===== src/rtl/blink_pkg.sv =====
package blink_pkg;
  // Strobes from control to datapath
  typedef struct packed {
    logic clearAll;  // wipe both planes this cycle
    logic showP1;    // present plane P1 codes
  } dpStrobe_t;

  // Configuration bit positions
  localparam int CfgRun   = 0;
  localparam int CfgFast  = 2;
  localparam int CfgBlink = 3;
  localparam int CfgSync  = 4;
  localparam int CfgClr   = 5;

  // Register addresses
  localparam logic [7:0] AddrCfg  = 8'h04;
  localparam logic [7:0] AddrP0   = 8'h20;
  localparam logic [7:0] AddrP1   = 8'h40;
  localparam logic [7:0] BlankCode = 8'h20;
endpackage


===== src/rtl/blink_ctrl.sv =====
module blink_ctrl
  import blink_pkg::*;
#(
  parameter int SLOW_CYCLES = 4000000
) (
  input  logic       clk,
  input  logic       rst_n,
  input  logic [7:0] regAddr,
  input  logic [7:0] wrData,
  input  logic       wrEn,
  input  logic       endOfFrame,
  input  logic       testMode,
  output logic [7:0] cfgRead,
  output logic       blinkPhase,
  output logic       dispEn,
  output dpStrobe_t  strobe
);
  localparam int CW = $clog2(SLOW_CYCLES + 1);
  localparam logic [CW-1:0] SlowLim = CW'(SLOW_CYCLES);
  localparam logic [CW-1:0] FastLim = CW'(SLOW_CYCLES / 2);

  logic [6:0]    cfgReg;
  logic [CW-1:0] cnt;
  logic [CW-1:0] lim;
  logic          phase;
  logic          cfgWr;
  logic          doSync;
  logic          wrap;

  assign cfgWr  = wrEn && (regAddr == AddrCfg);
  assign doSync = endOfFrame && cfgReg[CfgSync];
  assign lim    = cfgReg[CfgFast] ? FastLim : SlowLim;
  assign wrap   = (cnt >= lim - CW'(1));

  // Config register; sync/clear bits are consumed by the frame end
  always_ff @(posedge clk or negedge rst_n) begin
    if (!rst_n) begin
      cfgReg <= '0;
    end else if (cfgWr) begin
      cfgReg <= wrData[6:0];
    end else if (endOfFrame) begin
      cfgReg[CfgSync] <= 1'b0;
      cfgReg[CfgClr]  <= 1'b0;
    end
  end

  // Blink phase divider
  always_ff @(posedge clk or negedge rst_n) begin
    if (!rst_n) begin
      cnt   <= '0;
      phase <= 1'b1;
    end else if (doSync) begin
      cnt   <= '0;
      phase <= 1'b1;
    end else if (wrap) begin
      cnt   <= '0;
      phase <= ~phase;
    end else begin
      cnt <= cnt + CW'(1);
    end
  end

  assign strobe.clearAll = endOfFrame && cfgReg[CfgClr];
  assign strobe.showP1   = cfgReg[CfgBlink] && !phase;
  assign cfgRead         = {phase, cfgReg};
  assign blinkPhase      = phase;
  assign dispEn          = cfgReg[CfgRun] | testMode;

  assert_cnt_bound_R4: assert property (@(posedge clk) disable iff (!rst_n)
    cnt < SlowLim);
  assert_sync_R8: assert property (@(posedge clk) disable iff (!rst_n)
    doSync |=> (cnt == '0) && phase);
  assert_oneshot_R10: assert property (@(posedge clk) disable iff (!rst_n)
    (endOfFrame && !cfgWr) |=> (cfgReg[CfgSync] == 1'b0) && (cfgReg[CfgClr] == 1'b0));
  assert_phase_hold_R11: assert property (@(posedge clk) disable iff (!rst_n)
    (!doSync && !wrap) |=> $stable(phase));
  assert_test_enable_R3: assert property (@(posedge clk) disable iff (!rst_n)
    testMode |-> dispEn);
endmodule


===== src/rtl/blink_data.sv =====
module blink_data
  import blink_pkg::*;
#(
  parameter int DIGITS = 4,
  parameter int DW     = 8
) (
  input  logic                 clk,
  input  logic                 rst_n,
  input  logic [7:0]           regAddr,
  input  logic [7:0]           wrData,
  input  logic                 wrEn,
  input  dpStrobe_t            strobe,
  output logic [DIGITS*DW-1:0] digitOut,
  output logic [7:0]           dpRead
);
  logic [DW-1:0] p0 [DIGITS];
  logic [DW-1:0] p1 [DIGITS];

  always_ff @(posedge clk or negedge rst_n) begin
    if (!rst_n) begin
      for (int i = 0; i < DIGITS; i++) begin
        p0[i] <= DW'(BlankCode);
        p1[i] <= DW'(BlankCode);
      end
    end else if (strobe.clearAll) begin
      for (int i = 0; i < DIGITS; i++) begin
        p0[i] <= '0;
        p1[i] <= '0;
      end
    end else if (wrEn) begin
      for (int i = 0; i < DIGITS; i++) begin
        if (regAddr == AddrP0 + 8'(i)) p0[i] <= DW'(wrData);
        if (regAddr == AddrP1 + 8'(i)) p1[i] <= DW'(wrData);
      end
    end
  end

  always_comb begin
    dpRead = '0;
    for (int i = 0; i < DIGITS; i++) begin
      if (regAddr == AddrP0 + 8'(i)) dpRead = 8'(p0[i]);
      if (regAddr == AddrP1 + 8'(i)) dpRead = 8'(p1[i]);
    end
  end

  for (genvar g = 0; g < DIGITS; g++) begin : g_out
    assign digitOut[g*DW +: DW] = strobe.showP1 ? p1[g] : p0[g];

    assert_clear_R9: assert property (@(posedge clk) disable iff (!rst_n)
      strobe.clearAll |=> (p0[g] == '0) && (p1[g] == '0));
  end
endmodule


===== src/rtl/blink_disp_ctrl.sv =====
module blink_disp_ctrl
  import blink_pkg::*;
#(
  parameter int DIGITS      = 4,
  parameter int DW          = 8,
  parameter int SLOW_CYCLES = 4000000
) (
  input  logic                 clk,
  input  logic                 rst_n,
  input  logic [7:0]           regAddr,
  input  logic [7:0]           wrData,
  input  logic                 wrEn,
  input  logic                 endOfFrame,
  input  logic                 testMode,
  output logic [7:0]           rdData,
  output logic [DIGITS*DW-1:0] digitOut,
  output logic                 blinkPhase,
  output logic                 dispEn
);
  dpStrobe_t  strobe;
  logic [7:0] cfgRead;
  logic [7:0] dpRead;

  blink_ctrl #(.SLOW_CYCLES(SLOW_CYCLES)) u_ctrl (
    .clk(clk), .rst_n(rst_n), .regAddr(regAddr), .wrData(wrData),
    .wrEn(wrEn), .endOfFrame(endOfFrame), .testMode(testMode),
    .cfgRead(cfgRead), .blinkPhase(blinkPhase), .dispEn(dispEn),
    .strobe(strobe)
  );

  blink_data #(.DIGITS(DIGITS), .DW(DW)) u_data (
    .clk(clk), .rst_n(rst_n), .regAddr(regAddr), .wrData(wrData),
    .wrEn(wrEn), .strobe(strobe), .digitOut(digitOut), .dpRead(dpRead)
  );

  assign rdData = (regAddr == AddrCfg) ? cfgRead : dpRead;
endmodule


===== config.mk =====
export PLATFORM = sky130hd
export DESIGN_NAME = blink_disp_ctrl
export DESIGN_NICKNAME = d
export VERILOG_FILES = /design/src/rtl/blink_pkg.sv /design/src/rtl/blink_ctrl.sv /design/src/rtl/blink_data.sv /design/src/rtl/blink_disp_ctrl.sv
export SDC_FILE = /design/constraint.sdc
export NUM_CORES = 1
export LEC_CHECK = 0
export ABC_AREA = 1
export BUFFER_PORTS_ARGS = -buffer_cell sky130_fd_sc_hd__buf_2
export CORE_MARGIN = 4
export CORE_UTILIZATION = 53
export CTS_CLUSTER_SIZE = 14
export DETAILED_ROUTE_END_ITERATION = 8
export PLACE_DENSITY = 0.85
export SLEW_MARGIN = 20
export SYNTH_ARGS = -nofsm -noshare
export SYNTH_HDL_FRONTEND = slang
export SYNTH_SLANG_ARGS = --single-unit

===== constraint.sdc =====
create_clock -name clk -period 1.8 [get_ports clk]
set_input_delay 0.45 -clock clk [delete_from_list [all_inputs] [get_ports clk]]
set_output_delay 0.45 -clock clk [all_outputs]
set_load 0.005 [all_outputs]

# After elaboration in Yosys (flattened, before gate mapping)
# Index checks and enable logic that the tools add are counted.
classes:
  addsub: 2
  n_lt_le_gt_ge: 1
  n_eq_ne: 9
  n_mux: 32
  bitwise: 2
  n_reduce_logical: 24
ops:
  columns: ["op", "n"]
  rows:
  - ["$mux 8", 21]
  - ["$mux 32", 4]
  - ["$mux 22", 3]
  - ["$eq 8x6->1 const B", 4]
  - ["$eq 8x7->1 const B", 4]
  - ["$add 22x1->22 const B", 1]
  - ["$ge 22x22->1", 1]
  - ["$reduce_bool 2->1", 11]
  - ["$sub 22x1->22 const B", 1]
  - ["$reduce_and 2->1", 8]
  - ["$eq 8x3->1 const B", 1]
  - ["$logic_and 1x1->1", 4]
  - ["$mux 2", 2]
  - ["$mux 1", 2]
  - ["$logic_not 1->1", 1]
  - ["$not 1->1", 1]
  - ["$or 1x1->1", 1]
word_totals:
  reg_bits: 94
  input_bits: 21
  output_inout_bits: 42
  elab_cells: 82

# Depth between registers and ports, before layout
logic_depth:
  ltp_word: 10
  ltp_mapped: 11
  depth_no_buf: 11

# Modules after synthesis
# From an unflattened synthesis, not the netlist that was laid out.
unflattened:
  cells_unflattened: 717
  hier_area_um2: 5661.7
by_module_without_submodules:
  columns: ["module", "instances", "cells_per_inst", "area_each_um2", "seq_area_each_um2"]
  rows:
  - ["blink_data", 1, 436, 3667.3, 1611.5]
  - ["blink_ctrl", 1, 243, 1786.7, 752.0]
  - ["blink_disp_ctrl", 1, 38, 207.7, 0.0]

# Least setup slack after synthesis
# OpenSTA, ideal clock, no wires.
synth_timing:
  path_kind: "input to output"
  start: "input regAddr[0]"
  end: "output rdData[2]"
  t_arrival_ns: 1.396
  t_required_ns: 1.350
  slack_ns: -0.046
  stages: 11
  path_buffers: 2
  path_cell_list: "buf_6 -> clkinv_4 -> nand2_4 -> nor2_4 -> buf_2 -> nand3_1 -> nand3_1 -> nor2_1 -> nand4_1 -> nand2_1 -> nand2_1"
synth_via:
  elab_chain_cells: 10
  elab_cells_between_ends: 18
  cone_classes: "eq/ne (9); mux (9)"
synth_rtl:
  columns: ["element", "line_no", "source"]
  rows:
  - ["from (decl)", "blink_disp_ctrl.sv:10", "input logic [7:0] regAddr,"]
  - ["$eq 8x6->1", "blink_data.sv:41", "if (regAddr == AddrP0 + 8'(i)) dpRead = 8'(p0[i]);"]
  - ["$mux 8", "blink_data.sv:41", null]
  - ["$mux 8", "blink_data.sv:42", "if (regAddr == AddrP1 + 8'(i)) dpRead = 8'(p1[i]);"]
  - ["$mux 8", "blink_data.sv:41", null]
  - ["$mux 8", "blink_data.sv:42", null]
  - ["$mux 8", "blink_data.sv:41", null]
  - ["$mux 8", "blink_data.sv:42", null]
  - ["$mux 8", "blink_data.sv:41", null]
  - ["$mux 8", "blink_data.sv:42", null]
  - ["$mux 8 (*)", "blink_disp_ctrl.sv:36", "assign rdData = (regAddr == AddrCfg) ? cfgRead : dpRead;"]
  - ["to (decl)", "blink_disp_ctrl.sv:15", "output logic [7:0] rdData,"]
# Every way passes the cells marked *; elsewhere a longest branch is shown, timed or not.

# Final worst setup path
layout_timing:
  start: "register u_ctrl.phase, in the netlist u_ctrl.blinkPhase"
  end: "output digitOut[8]"
layout_via:
  elab_chain_cells: 3
layout_rtl:
  columns: ["element", "line_no", "source"]
  rows:
  - ["from (decl)", "blink_ctrl.sv:25", "logic phase;"]
  - ["from (signal assigned)", "blink_ctrl.sv:57", "phase <= ~phase;"]
  - ["$logic_not 1->1", "blink_ctrl.sv:64", "assign strobe.showP1 = cfgReg[CfgBlink] && !phase;"]
  - ["$logic_and 1x1->1", "blink_ctrl.sv:64", null]
  - ["$mux 8", "blink_data.sv:47", "assign digitOut[g*DW +: DW] = strobe.showP1 ? p1[g] : p0[g];"]
  - ["to (decl)", "blink_disp_ctrl.sv:16", "output logic [DIGITS*DW-1:0] digitOut,"]
# Every way passes these cells.

==> impl_results.md <==
- Seq/Total Area, Yosys: 0.428
- Leakage power total: 3.72 nW
- Worst min-delay path class: in -> reg
- Synth Area in Compound Gates: 0.124
- Initial antenna violation count: 0
- Final Power: 5.08 mW
- DRC: 0
- Reg-to-reg endpoint: u_ctrl.cnt[9]
- XOR/XNOR Fraction of Synth Area: 0.0269
- Post-Route WL: 19000 um
- Period utilization: 1.24
- Synth warn: 0
- Worst skew pair latency: 0.38 ns
- Main synth FF type: dfrtp_1
- Core ar.: 0.0102 mm2
- Largest family of logic cells by synthesized area: simple AND/OR/NAND/NOR gates
- Final setup fails: 49
- Fmax: 448 MHz
- Final std cells w/o fill: 966
- CP startpoint kind: flip-flop
- Post-layout min period: 2.23 ns
- Worst setup margin: -0.430 ns
- GPL Wtd Cong: 0.954
- Failing checks: setup timing
- Cell Pwr Density: 671 mW/mm2
- Most frequent cell after synthesis: nand2_1
- Final nets: 854
- Vias/cell: 5.96
- GRT overflow: 0
- Cell taking the most area after synthesis: dfrtp_1
- Reg-to-reg slack, setup: -0.02 ns
- Relative slew slack: 0.628
- Clock transition at path regs: 0.09 ns
- Post-route antenna net violation count: 0
- Inserted Clock Buffers: 9
- Crit path DAT: 1.78 ns
- Critical Path Sink: digitOut[8]
- CTS Buffer Depth: 2
- Fin area: 0.00758 mm2
- Ports: 63
- Mapped Nets: 721
- Setup Skew: 0.0174 ns
- Post-DP HPWL: 11000 um
- Count of pins over their slew limit: 0
- RSZ-0062 raised after global routing: true
- Fillers: 638
- Synth top area share: 0.385
- Diode count: 0
- Run status: finished with violations
- Worst r2r src: u_ctrl.cfgReg[2]
- DR iter-0 viols: 744
- Synth Instances: 692
- Largest net degree at the start of global routing: 50
- Top cells by area in the synthesized netlist: dfrtp_1 38%, nand2_1 13%, o21ai_2 6.0%, inv_1 5.2%, dfstp_2 4.3%
- GRT Resource Usage Total: 0.291
- Cell Rows: 37
- Syn_area_per_cell: 7.98 um2
- Register bit total from synthesis: 94
- CTS tree: yes
- Peak VDD IR: 524 uV
- Die height: 110 um
- DIE AREA: 0.0121 mm2
- Synth cell count leaders: 189 x nand2_1, 85 x dfrtp_1, 76 x inv_1
- Sink Count: 94
- Post-synth EDFFs: 0
- Post-Synth Simple-Gate Area: 0.292
- Average wire per standard cell: 19.6 um
- FFs w/ async S/R, synth: 1.00
- Die X: 110 um
- # H-tree levels: 3
- Worst-margin pin slew: 0.557 ns
- Post-synthesis mux area share: 0.0245
- DRT Pass-1 Iters: 5
- Placed cell area: 0.00636 mm2
- CTS root buf: clkbuf_8
- I/O Buffers: 62
- Via count: 5753
- Layout area overhead: 37.1%
- Inst Count DP: 926
- Worst setup path class: reg -> out
- Effective utilization at floorplan: 0.540
- Syn Std Cell Area: 0.00553 mm2
- Worst Reg2Reg Path Length in Cells: 8
- First-pass GRT wire length: 26800 um
- Setup WS pre-CTS: -0.405 ns
- CP Capture Type: primary output
- Crit-path max FO: 7
- Share of cells above drive strength 1: 0.411
- Netlist cell types: 38
- Vias in the first global route: 5266
- Synth Area in Adders: 0.0181
- Max-Cap Viols: 0
- CP startpoint: u_ctrl.blinkPhase
- Crit path required time: 1.35 ns
- Fin. Hold Viols: 0
- Fin Hold WS: 0.327 ns
## final cells by class
| class | count | area, um2 | share of cell area |
|---|---|---|---|
| multi-input cells | 493 | 3210 | 0.424 |
| flip-flops and latches | 94 | 2360 | 0.312 |
| repair buffers | 143 | 1300 | 0.172 |
| inverters | 84 | 340 | 0.0449 |
| well taps | 136 | 170 | 0.0225 |
| clock buffers | 12 | 145 | 0.0192 |
| clock inverters | 4 | 47.5 | 0.00628 |
## cell families (layout without fill, tap and decap cells)
family                   count (synthesis)  count (layout)
AO/OA/AOI/OAI                          104             104
XOR/XNOR                                17              17
adder cells (fa/ha/maj)                  8               8
buffers and inverters                  105             243
flip-flops                              94              94
multiplexers                            12              12
AND/OR/NAND/NOR                        352             352
## how the worst min path moves through the flow
stage | end | slack, ns | cells past startpoint | startpoint
2_1_floorplan | u_ctrl.cfgReg[0] | 0.15 | 0 | rst_n
3_3_place_gp | u_ctrl.cfgReg[5] | 0.31 | 1 | rst_n
3_5_place_dp | u_ctrl.cfgReg[3] | 0.32 | 1 | rst_n
4_1_cts | u_ctrl.cfgReg[1] | 0.32 | 3 | wrData[1]
5_1_grt | u_ctrl.cfgReg[1] | 0.35 | 3 | wrData[1]
6_report | u_ctrl.cfgReg[1] | 0.33 | 3 | wrData[1]
## cell usage in the layout, fill, tap and decap left out, types with 2 or more instances in the layout
cell type and n:
buf_6 27, buf_4 53, mux2_4 12, nor3_1 8
a21oi_1 3, nor2_1 42, a21oi_4 2, dfrtp_1 85
clkinv_2 2, dfstp_2 9, ha_1 3, buf_12 11
o21ai_0 27, clkbuf_1 2, o21ai_2 52, nor2_4 12
nand4_1 17, inv_2 8, buf_2 41, inv_4 6
nand3_1 41, ha_4 5, o21ai_4 4, nand4_4 2
nor2_2 16, inv_1 68, o21ai_1 11, xnor2_1 4
nand2_4 22, nor3_4 2, xor2_1 13, nand3b_1 2
a21oi_2 3, nand3_2 4, nand2_1 160, clkbuf_8 10
buf_8 9, nand2_2 19
## sequential cells by signal, summed over array words and instances (netlist names)
register           count
u_ctrl.cnt            22
u_data.p0             32
u_ctrl.cfgReg          7
u_data.p1             32
u_ctrl.blinkPhase      1
## worst max-delay path, cell delays in order, from the launching register on
cell	delay (ns)
dfstp_2	0.56
inv_2	0.04
nand2_4	0.11
buf_6	0.14
buf_16	0.14
buf_12	0.11
nor2_4	0.03
a21oi_2	0.13
buf_2	0.13
## layer usage
layer  part of all wire  GRT usage
met1               0.36      0.373
met2               0.49      0.489
met3              0.097     0.0542
met4              0.050      0.110
met5                  0          0
## where the power goes
group | internal (mW) | leakage (nW) | total [mW] | switching, mW
registers | 2.33 | 1.20 | 2.56 | 0.224
logic | 0.451 | 2.42 | 1.07 | 0.616
clock network | 0.678 | 0.0964 | 1.46 | 0.783
## through the flow
stage | utilization | TNS (ns)
3_3_place_gp | 0.622 | -4.47
6_report | 0.740 | -14.25
5_1_grt | 0.740 | -17.22
3_5_place_dp | 0.622 | -5.82
2_1_floorplan | - | 0
4_1_cts | 0.695 | -14.18
## what timing repair did
| action | 4_1_cts | 5_1_grt |
|---|---|---|
| buffers inserted | 9 | 15 |
| hold buffers | 1 | 0 |
| gates resized for setup | 115 | 110 |
| gates cloned | 4 | 2 |
| setup endpoints to repair | 40 | 77 |
| hold endpoints to repair | 11 | 0 |
| pin swaps | 32 | 38 |
(Power assumes the default switching activity.)
